## src/rtl/ppio_pkg.sv

```systemverilog
package ppio_pkg;

   localparam int PPIO_W = 8;
   localparam int PPIO_SELW = $clog2(PPIO_W);

   typedef enum logic [1:0] {
      SEL_A   = 2'b00,
      SEL_B   = 2'b01,
      SEL_C   = 2'b10,
      SEL_CTL = 2'b11
   } ppio_sel_e;

   typedef struct packed {
      logic [1:0] a_mode;
      logic       a_in;
      logic       c_hi_in;
      logic       b_mode;
      logic       b_in;
      logic       c_lo_in;
   } ppio_cfg_t;

   function automatic ppio_cfg_t ppio_decode(input logic [6:0] w);
      ppio_cfg_t c;
      c.a_mode  = w[6:5];
      c.a_in    = w[4];
      c.c_hi_in = w[3];
      c.b_mode  = w[2];
      c.b_in    = w[1];
      c.c_lo_in = w[0];
      return c;
   endfunction

endpackage

```

## src/rtl/ppio_sync.sv

```systemverilog
module ppio_sync #(
   parameter int W      = 8,
   parameter int STAGES = 2
) (
   input  logic         clk,
   input  logic         rst,
   input  logic [W-1:0] d,
   output logic [W-1:0] q
);
   logic [W-1:0] st [STAGES];

   generate
      for (genvar s = 0; s < STAGES; s++) begin : g_st
         always_ff @(posedge clk or posedge rst) begin
            if (rst) st[s] <= '0;
            else if (s == 0) st[s] <= d;
            else st[s] <= st[(s == 0) ? 0 : s-1];
         end
      end
   endgenerate

   assign q = st[STAGES-1];
endmodule

```

## src/rtl/ppio_ctrl.sv

```systemverilog
module ppio_ctrl
   import ppio_pkg::*;
#(
   parameter logic [7:0] RESET_CW = 8'h9B
) (
   input  logic                 clk,
   input  logic                 rst,
   input  logic                 wr_ctl,
   input  logic [PPIO_W-1:0]    wdata,
   output ppio_cfg_t            cfg,
   output logic                 mode_wr,
   output logic                 bit_wr,
   output logic [PPIO_SELW-1:0] bit_sel,
   output logic                 bit_val
);
   logic [6:0] cw_q;

   // top bit tells the two command formats apart
   assign mode_wr = wr_ctl &  wdata[7];
   assign bit_wr  = wr_ctl & ~wdata[7];
   assign bit_sel = wdata[3:1];
   assign bit_val = wdata[0];

   always_ff @(posedge clk or posedge rst) begin
      if (rst) cw_q <= RESET_CW[6:0];
      else if (mode_wr) cw_q <= wdata[6:0];
   end

   assign cfg = ppio_decode(cw_q);
endmodule

```

## src/rtl/ppio_port.sv

```systemverilog
module ppio_port #(
   parameter int W           = 8,
   parameter int SYNC_STAGES = 2,
   parameter bit HAS_BITOP   = 1'b0,
   localparam int SW         = $clog2(W)
) (
   input  logic          clk,
   input  logic          rst,
   input  logic          clr,
   input  logic          wr_en,
   input  logic [W-1:0]  wr_data,
   input  logic          bit_en,
   input  logic [SW-1:0] bit_sel,
   input  logic          bit_val,
   input  logic [W-1:0]  in_mask,
   input  logic [W-1:0]  pin_i,
   output logic [W-1:0]  lat_o,
   output logic [W-1:0]  rd_o
);
   logic [W-1:0] lat_q;
   logic [W-1:0] lat_d;
   logic [W-1:0] pin_s;

   generate
      if (HAS_BITOP) begin : g_bitop
         always_comb begin
            lat_d = lat_q;
            if (clr) lat_d = '0;
            else if (wr_en) lat_d = wr_data;
            else if (bit_en) lat_d[bit_sel] = bit_val;
         end
      end else begin : g_plain
         logic unused_bit;
         assign unused_bit = bit_en ^ bit_val ^ (^bit_sel);
         always_comb begin
            lat_d = lat_q;
            if (clr) lat_d = '0;
            else if (wr_en) lat_d = wr_data;
         end
      end
   endgenerate

   always_ff @(posedge clk or posedge rst) begin
      if (rst) lat_q <= '0;
      else lat_q <= lat_d;
   end

   ppio_sync #(.W(W), .STAGES(SYNC_STAGES)) u_sync (
      .clk(clk), .rst(rst), .d(pin_i), .q(pin_s)
   );

   assign lat_o = lat_q;
   assign rd_o  = (pin_s & in_mask) | (lat_q & ~in_mask);
endmodule

```

## src/rtl/ppio_regif.sv

```systemverilog
module ppio_regif
   import ppio_pkg::*;
#(
   parameter int         SYNC_STAGES = 2,
   parameter logic [7:0] RESET_CW    = 8'h9B
) (
   input  logic        clk,
   input  logic        rst,
   input  logic        cs_n,
   input  logic        rd_n,
   input  logic        wr_n,
   input  logic [1:0]  addr,
   input  logic [7:0]  dat_i,
   output logic [7:0]  dat_o,
   output logic        dat_oe,
   input  logic [7:0]  pa_i,
   output logic [7:0]  pa_o,
   output logic        pa_oe,
   input  logic [7:0]  pb_i,
   output logic [7:0]  pb_o,
   output logic        pb_oe,
   input  logic [7:0]  pc_i,
   output logic [7:0]  pc_o,
   output logic        pc_oe_hi,
   output logic        pc_oe_lo,
   output logic [1:0]  grpa_mode,
   output logic        grpb_mode
);
   localparam int HALF = PPIO_W / 2;

   generate
      if (SYNC_STAGES < 2) begin : g_bad_sync
         $error("ppio_regif: SYNC_STAGES must be at least 2");
      end
      if (RESET_CW[7] != 1'b1) begin : g_bad_rst
         $error("ppio_regif: RESET_CW must be a mode-set word");
      end
   endgenerate

   ppio_sel_e            sel;
   logic                 wr_act;
   logic                 mode_wr, bit_wr, bit_val;
   logic [PPIO_SELW-1:0] bit_sel;
   ppio_cfg_t            cfg;
   logic [PPIO_W-1:0]    rd_a, rd_b, rd_c;
   logic [PPIO_W-1:0]    mask_a, mask_b, mask_c;

   assign sel    = ppio_sel_e'(addr);
   assign wr_act = ~cs_n & ~wr_n;

   ppio_ctrl #(.RESET_CW(RESET_CW)) u_ctrl (
      .clk(clk), .rst(rst),
      .wr_ctl(wr_act && sel == SEL_CTL), .wdata(dat_i),
      .cfg(cfg), .mode_wr(mode_wr), .bit_wr(bit_wr),
      .bit_sel(bit_sel), .bit_val(bit_val)
   );

   assign mask_a = {PPIO_W{cfg.a_in}};
   assign mask_b = {PPIO_W{cfg.b_in}};
   assign mask_c = {{HALF{cfg.c_hi_in}}, {HALF{cfg.c_lo_in}}};

   ppio_port #(.W(PPIO_W), .SYNC_STAGES(SYNC_STAGES), .HAS_BITOP(1'b0)) u_pa (
      .clk(clk), .rst(rst), .clr(mode_wr),
      .wr_en(wr_act && sel == SEL_A), .wr_data(dat_i),
      .bit_en(1'b0), .bit_sel('0), .bit_val(1'b0),
      .in_mask(mask_a), .pin_i(pa_i), .lat_o(pa_o), .rd_o(rd_a)
   );

   ppio_port #(.W(PPIO_W), .SYNC_STAGES(SYNC_STAGES), .HAS_BITOP(1'b0)) u_pb (
      .clk(clk), .rst(rst), .clr(mode_wr),
      .wr_en(wr_act && sel == SEL_B), .wr_data(dat_i),
      .bit_en(1'b0), .bit_sel('0), .bit_val(1'b0),
      .in_mask(mask_b), .pin_i(pb_i), .lat_o(pb_o), .rd_o(rd_b)
   );

   ppio_port #(.W(PPIO_W), .SYNC_STAGES(SYNC_STAGES), .HAS_BITOP(1'b1)) u_pc (
      .clk(clk), .rst(rst), .clr(mode_wr),
      .wr_en(wr_act && sel == SEL_C), .wr_data(dat_i),
      .bit_en(bit_wr), .bit_sel(bit_sel), .bit_val(bit_val),
      .in_mask(mask_c), .pin_i(pc_i), .lat_o(pc_o), .rd_o(rd_c)
   );

   always_comb begin
      unique case (sel)
         SEL_A:   dat_o = rd_a;
         SEL_B:   dat_o = rd_b;
         SEL_C:   dat_o = rd_c;
         default: dat_o = '0;
      endcase
   end

   assign dat_oe    = ~cs_n & ~rd_n;
   assign pa_oe     = ~cfg.a_in;
   assign pb_oe     = ~cfg.b_in;
   assign pc_oe_hi  = ~cfg.c_hi_in;
   assign pc_oe_lo  = ~cfg.c_lo_in;
   assign grpa_mode = cfg.a_mode;
   assign grpb_mode = cfg.b_mode;
endmodule

```

## config.mk

```make
export PLATFORM = sky130hd
export DESIGN_NAME = ppio_regif
export DESIGN_NICKNAME = d
export VERILOG_FILES = /design/src/rtl/ppio_pkg.sv /design/src/rtl/ppio_sync.sv /design/src/rtl/ppio_ctrl.sv /design/src/rtl/ppio_port.sv /design/src/rtl/ppio_regif.sv
export SDC_FILE = /design/constraint.sdc
export NUM_CORES = 1
export LEC_CHECK = 0
export CAP_MARGIN = 20
export CORE_ASPECT_RATIO = 1.1
export CORE_MARGIN = 2
export CORE_UTILIZATION = 25
export CTS_BUF_LIST = sky130_fd_sc_hd__clkbuf_2
export CTS_CLUSTER_DIAMETER = 100
export DETAILED_ROUTE_END_ITERATION = 10
export DONT_BUFFER_PORTS = 1
export HOLD_SLACK_MARGIN = 0.08
export SYNTH_ARGS = -nofsm -noshare
export SYNTH_HDL_FRONTEND = slang
export SYNTH_SLANG_ARGS = --single-unit
```

## constraint.sdc

```tcl
create_clock -name clk -period 3.07 [get_ports clk]
set_clock_uncertainty 0.05 [all_clocks]
set_input_delay 0.1535 -clock clk [delete_from_list [all_inputs] [get_ports clk]]
set_output_delay 0.1535 -clock clk [all_outputs]
set_load 0.1 [all_outputs]
```

==> results.md, run 1 <==
* CTS tree: done
* Metal-1 WL at 3380 um
* Flops & latches, synth at 79
* EDFF count, synth at 0
* Fmax achieved at 366 MHz
* Total Wirelength at 8510 um
* Post-Syn Area per Cell at 13.3 um^2
* Switch share at 46.9%
* Reg clk slew, reported paths at 0.21 ns
* Setup_tns at 0 ns
* Placed Instance Area at 3590 um^2
* P_int at 1.69 mW
* Reg power frac at 41.5%
* # rows at 43
* CP Max Fanout at 9
* Crit. End Element: flip-flop
* Relative slew slack at 29.4%
* CTS Sinks at 79
* Unrepaired setup endpoints after global routing: no
* Die X at 111 um
* Core ar. at 12500 um^2
* First-pass GRT wire length at 13500 um
* Yosys warning total at 0
* Worst flop-to-flop path startpoint: u_ctrl.cfg[0]
* Leading cell type in the layout, fill and taps excluded: dfrtp_1
* Finish-stage setup viols at 0
* Critical Path Most Common Cell: dlygate4sd3_1
* Total GRT Usage at 13.1%
* Critical path class: in -> reg
* Reg2Reg Setup Slack at 1.08 ns
* Final hold viol count at 0
* Setup ws final at 0.335 ns
* Asr flop ratio synth at 100%
* Yosys top cell area share at 59.2%
* Post-Place Setup Slack at 1.26 ns
* Antenna violations before repair at 0
* Pin count of the biggest net entering global routing at 46
* DP HPWL at 5970 um
* Worst Path Buf+Inv at 5
* Avg Vias per Cell at 4.43
* Synth area leader: dfrtp_1
* Depth of the CTS H-tree at 3
* Power density cells at 732 nW/um^2
* Worst EP required at 3.51 ns
* Share of cells above drive strength 1 at 25.4%
* VDD IR max at 0.245 mV
* Mapped Cells at 239
* Synth unique cells at 36
* Die Ht at 122 um
* Initial DRC Count at 44
* CTS root buf: clkbuf_2
* Layout Nets at 369
* Fin area at 4340 um^2
* Met3 wire length at 603 um
* Final ANT Viol Nets at 0
* Fillers at 1260
* FF-to-FF End: u_ctrl.cfg[0]
* Pre-Repair DR Iteration Count at 4
* Clock power share at 16.9%
* Die Area at 13600 um^2
* GRT overflow at 0
* Reg2Reg Depth at 3
* Area grow syn2layout at 36.7%
* Worst skew pair latency at 0.53 ns
* Mapped cell area at 3170 um^2
* Routed wl met2 at 4370 um
* Worst EP arrival at 3.18 ns
* Max incr delay on CP at 0.62 ns
* Synthesized net count at 278
* Ant diodes at 0
* Final RePlAce weighted congestion at 0.725
* Max cap viols at 0
* Dominant synthesized flop cell: dfrtp_1
* Net Switching at 1.49 mW
* Crit path time final at 2.73 ns
* Total number of vias at 2182
* Worst setup SP type: input port
* Initial Utilization at 25.4%
* Worst-path cell chain: dlygate4sd3_1, nor4b_2, dlygate4sd3_1, buf_4, nand2_1, dlygate4sd3_1, o31ai_1, dlygate4sd3_1
* Run status: completed
* Most frequent cells in the layout: dfrtp_1 (75), dlygate4sd3_1 (63), mux2i_1 (40), buf_4 (37), nor2_1 (15)
* Logic pwr share at 41.7%
* Final worst-path cycle share at 89.1%
* Remaining DRCs at 0
* Leakage at 1.88 nW
* Placed cell count at 413
* Tightest Pin Transition at 1.06 ns
* Core Util, Final at 34.7%
* CTS Buf Count at 9
* Vias in the first global route at 2392
* Pins over their slew limit at 0
* Port Buffers at 0
* Seq/Total Area, Yosys at 62.5%
* Top routing layer used: met4
* IO Pins at 79
* Wire length per cell at 17.3 um
* Hold/Removal Path Class: in -> async
* Finished Layout Cells at 492
* Max clock buf depth at 2
* Crit-path leading delay family: buffers and inverters
* Crit path max-delay cell type: dlygate4sd3_1
* Top post-synthesis cells by area: dfrtp_1 (59%), mux2i_1 (13%), mux2_2 (4.3%)
-- stage by stage --
step	total power [mW]	hold WS, ns
3_5_place_dp	2.58	0.135
5_1_grt	3.31	0.0858
4_1_cts	3.21	0.0807
6_report	3.18	0.109
2_1_floorplan	2.34	0.135
3_3_place_gp	2.57	0.135
-- cell families after synthesis --
family | synth area share [%]
AO/OA/AOI/OAI | 6.71
multiplexers | 17.8
AND/OR/NAND/NOR | 8.32
flip-flops | 62.5
buffers and inverters | 4.65
-- how the worst max path moves through the flow --
stage | depth (start not counted) | slack [ns] | endpoint | start
after CTS | 8 | 0.47 | u_pb.lat_o[7] | cs_n
after detailed placement | 4 | 1.26 | dat_o[3] | u_ctrl.cfg[1]
after global routing | 8 | 0.33 | u_pb.lat_o[7] | cs_n
final | 8 | 0.34 | u_pb.lat_o[7] | cs_n
after floorplan | 3 | 0.08 | dat_o[7] | u_pa.lat_o[7]
after global placement | 4 | 1.28 | dat_o[3] | u_ctrl.cfg[1]
-- repair_timing --
action	4_1_cts	5_1_grt
hold endpoints to repair	98	1
buffers inserted	0	0
hold buffers	62	1
resized for setup	0	0
-- registers in the layout, summed over array words and instances, names as in the netlist --
name            cells
u_pc.u_sync.st      8
u_pa.u_sync.q       8
u_pc.u_sync.q       8
u_pb.u_sync.q       8
u_pa.lat_o          8
u_ctrl.cfg          7
u_pc.lat_o          8
u_pb.u_sync.st      8
u_pb.lat_o          8
u_pa.u_sync.st      8
-- power by group through the flow --
stage	logic (mW)	registers [mW]	clock network, mW
after detailed placement	1.24	1.34	0
after floorplan	0.602	1.73	0
final	1.32	1.32	0.536
after global routing	1.38	1.33	0.603
after global placement	1.23	1.34	0
after CTS	1.33	1.32	0.563
-- Yosys cell counts, types with 2 or more instances --
cell	n
dfstp_2	4
mux2_2	12
dfrtp_1	75
inv_1	8
o32a_1	5
nor2_1	16
clkbuf_1	7
or3b_2	2
nand3b_1	4
buf_4	4
nand2_1	3
buf_2	7
nor2b_1	9
mux2i_1	40
o21ai_0	4
mux2_4	2
o31ai_1	2
a21oi_1	9
nand2b_1	2
o22ai_1	8
-- layout make-up --
class | count | area [um^2] | share of cell area [%]
clock inverters | 6 | 61.3 | 1.41
repair buffers | 100 | 908 | 20.9
multi-input cells | 132 | 1110 | 25.5
flip-flops and latches | 79 | 1980 | 45.7
well taps | 157 | 196 | 4.53
inverters | 8 | 31.3 | 0.721
clock buffers | 10 | 50.0 | 1.15
-- worst register-to-register path, delay by kind of cell, from the launching register on --
kind	cells	cell delay, ns
multiplexers	1	0.27
flip-flops	1	0.64
buffers and inverters	2	0.99
-- metal layers --
metal,vias to the layer above,global-route usage (%)
li1,1016,-
met1,1096,15.1
met2,59,22.3
met3,11,4.13
met4,0,6.25
met5,-,0
(Power assumes the default switching activity.)
==> inputs of run 2 (changes only) <==
- CORE_UTILIZATION: 25 -> 35
==> run 2 against run 1 <==
Die area fell by 28%. Global-route usage rose by 3.3 points. Critical path depth did not move. Cell count fell by 11%. Combinational power barely moved. Critical path type unchanged. Sequential cell count did not move.
==> results.md, run 2 (synthesis results as in run 1) <==
* Run status: completed
* Worst EP required at 3.46 ns
* Layout Nets at 357
* Reg clk slew, reported paths at 0.21 ns
* Crit. End Element: flip-flop
* FF-to-FF End: u_pa.lat_o[7]
* Leakage at 1.82 nW
* Final RePlAce weighted congestion at 0.820
* Setup ws final at 0.324 ns
* Placed Instance Area at 3540 um^2
* Initial Utilization at 35.9%
* CTS root buf: clkbuf_2
* Share of cells above drive strength 1 at 26.6%
* Switch share at 48.1%
* Remaining DRCs at 0
* Total GRT Usage at 16.4%
* Avg Vias per Cell at 4.88
* Port Buffers at 0
* Reg power frac at 43.0%
* Final ANT Viol Nets at 0
* IO Pins at 79
* P_int at 1.59 mW
* Max clock buf depth at 2
* Reg2Reg Setup Slack at 1.44 ns
* Crit path time final at 2.75 ns
* Crit path max-delay cell type: dlygate4sd3_1
* Worst EP arrival at 3.14 ns
* Setup_tns at 0 ns
* Worst setup SP type: input port
* CP startpoint: addr[1]
* Most frequent cells in the layout: dfrtp_1 (75), dlygate4sd3_1 (51), mux2i_1 (40), buf_4 (37), nor2_1 (15)
* Power density cells at 741 nW/um^2
* Critical Path Most Common Cell: dlygate4sd3_1
* Vias in the first global route at 2234
* Ant diodes at 0
* Fmax achieved at 364 MHz
* Finish-stage setup viols at 0
* Area grow syn2layout at 30.5%
* Net Switching at 1.47 mW
* Total number of vias at 2133
* Wire length per cell at 17.3 um
* Critical path class: in -> reg
* CTS Sinks at 79
* CP Depth at 8
* DP HPWL at 5160 um
* Max cap viols at 0
* Hold/Removal Path Class: in -> async
* Final worst-path cycle share at 89.4%
* Antenna violations before repair at 0
* Depth of the CTS H-tree at 3
* CP Max Fanout at 11
* Tightest Pin Transition at 1.05 ns
* Pre-Repair DR Iteration Count at 6
* Worst Path Buf+Inv at 5
* Core ar. at 8830 um^2
* Post-Place Setup Slack at 1.27 ns
* CTS Buf Count at 9
* GRT overflow at 0
* Logic pwr share at 42.2%
* Die Ht at 104 um
* Total Wirelength at 7570 um
* Leading cell type in the layout, fill and taps excluded: dfrtp_1
* Worst flop-to-flop path startpoint: u_pa.lat_o[7]
* Fin area at 4140 um^2
* Relative slew slack at 29.6%
* Initial DRC Count at 124
* Worst skew pair latency at 0.51 ns
* Die Area at 9840 um^2
* Clock power share at 14.8%
* Unrepaired setup endpoints after global routing: no
* Post-CTS Resized at 0
* CTS tree: done
* Max incr delay on CP at 0.62 ns
* Crit-path leading delay family: buffers and inverters
* Reg2Reg Depth at 4
* Final hold viol count at 0
* Pins over their slew limit at 0
* Pin count of the biggest net entering global routing at 46
* VDD IR max at 0.281 mV
* Critical Path End: u_pa.lat_o[7]
* First-pass GRT wire length at 12100 um
* Die X at 94.8 um
* Worst-path cell chain: dlygate4sd3_1, nor4_2, dlygate4sd3_1, buf_4, nand2_1, dlygate4sd3_1, o31ai_1, dlygate4sd3_1
* # rows at 36
[run 2: cell count changes in the layout (fill, tap and decap cells not counted), sizes merged]
| cell | previous run | this run |
|---|---|---|
| bufinv | 1 | 0 |
| dlygate4sd3 | 63 | 51 |
| clkinv | 3 | 4 |
[run 2: layout make-up]
cell class	instances	area, um^2
repair buffers	88	788
inverters	8	31.3
multi-input cells	132	1110
flip-flops and latches	79	1980
well taps	114	143
fillers	844	4690
clock buffers	10	50.0
clock inverters	6	37.5
[run 2: worst min path at each step]
stage / from / end / depth (start not counted)
finish: rst / u_pa.u_sync.st[14] / 2
global route: pa_i[5] / u_pa.u_sync.st[13] / 1
CTS: wr_n / u_pc.lat_o[5] / 2
detailed placement: pa_i[0] / u_pa.u_sync.st[8] / 0
global placement: rst / u_pa.u_sync.st[14] / 1
floorplan: pa_i[2] / u_pa.u_sync.st[10] / 0
[run 2: repair_timing]
action | in CTS | in global routing
endpoints found under the hold margin | 103 | 6
hold buffers | 45 | 6
buffers inserted | 0 | 0
[run 2: routing by layer]
layer,track usage [%],vias up,routed length (um)
li1,-,995,-
met1,20.4,1073,3060
met2,26.5,56,3900
met3,5.82,9,509
met4,5.59,0,104
met5,0,-,0
[run 2: through the flow]
step	total power [mW]	hold WS (ns)	instances	utilization [%]
final	3.07	0.127	437	46.9
after global routing	3.20	0.0810	437	46.9
after CTS	3.10	0.0806	431	46.2
after detailed placement	2.57	0.135	370	40.1
after global placement	2.56	0.124	370	40.1
after floorplan	2.34	0.135	239	-
[run 2: power groups by stage]
stage	Clock (mW)	Combinational [mW]	Sequential, mW
CTS	0.478	1.30	1.32
detailed placement	0	1.23	1.34
floorplan	0	0.602	1.73
global route	0.519	1.35	1.34
global placement	0	1.22	1.34
finish	0.455	1.29	1.32
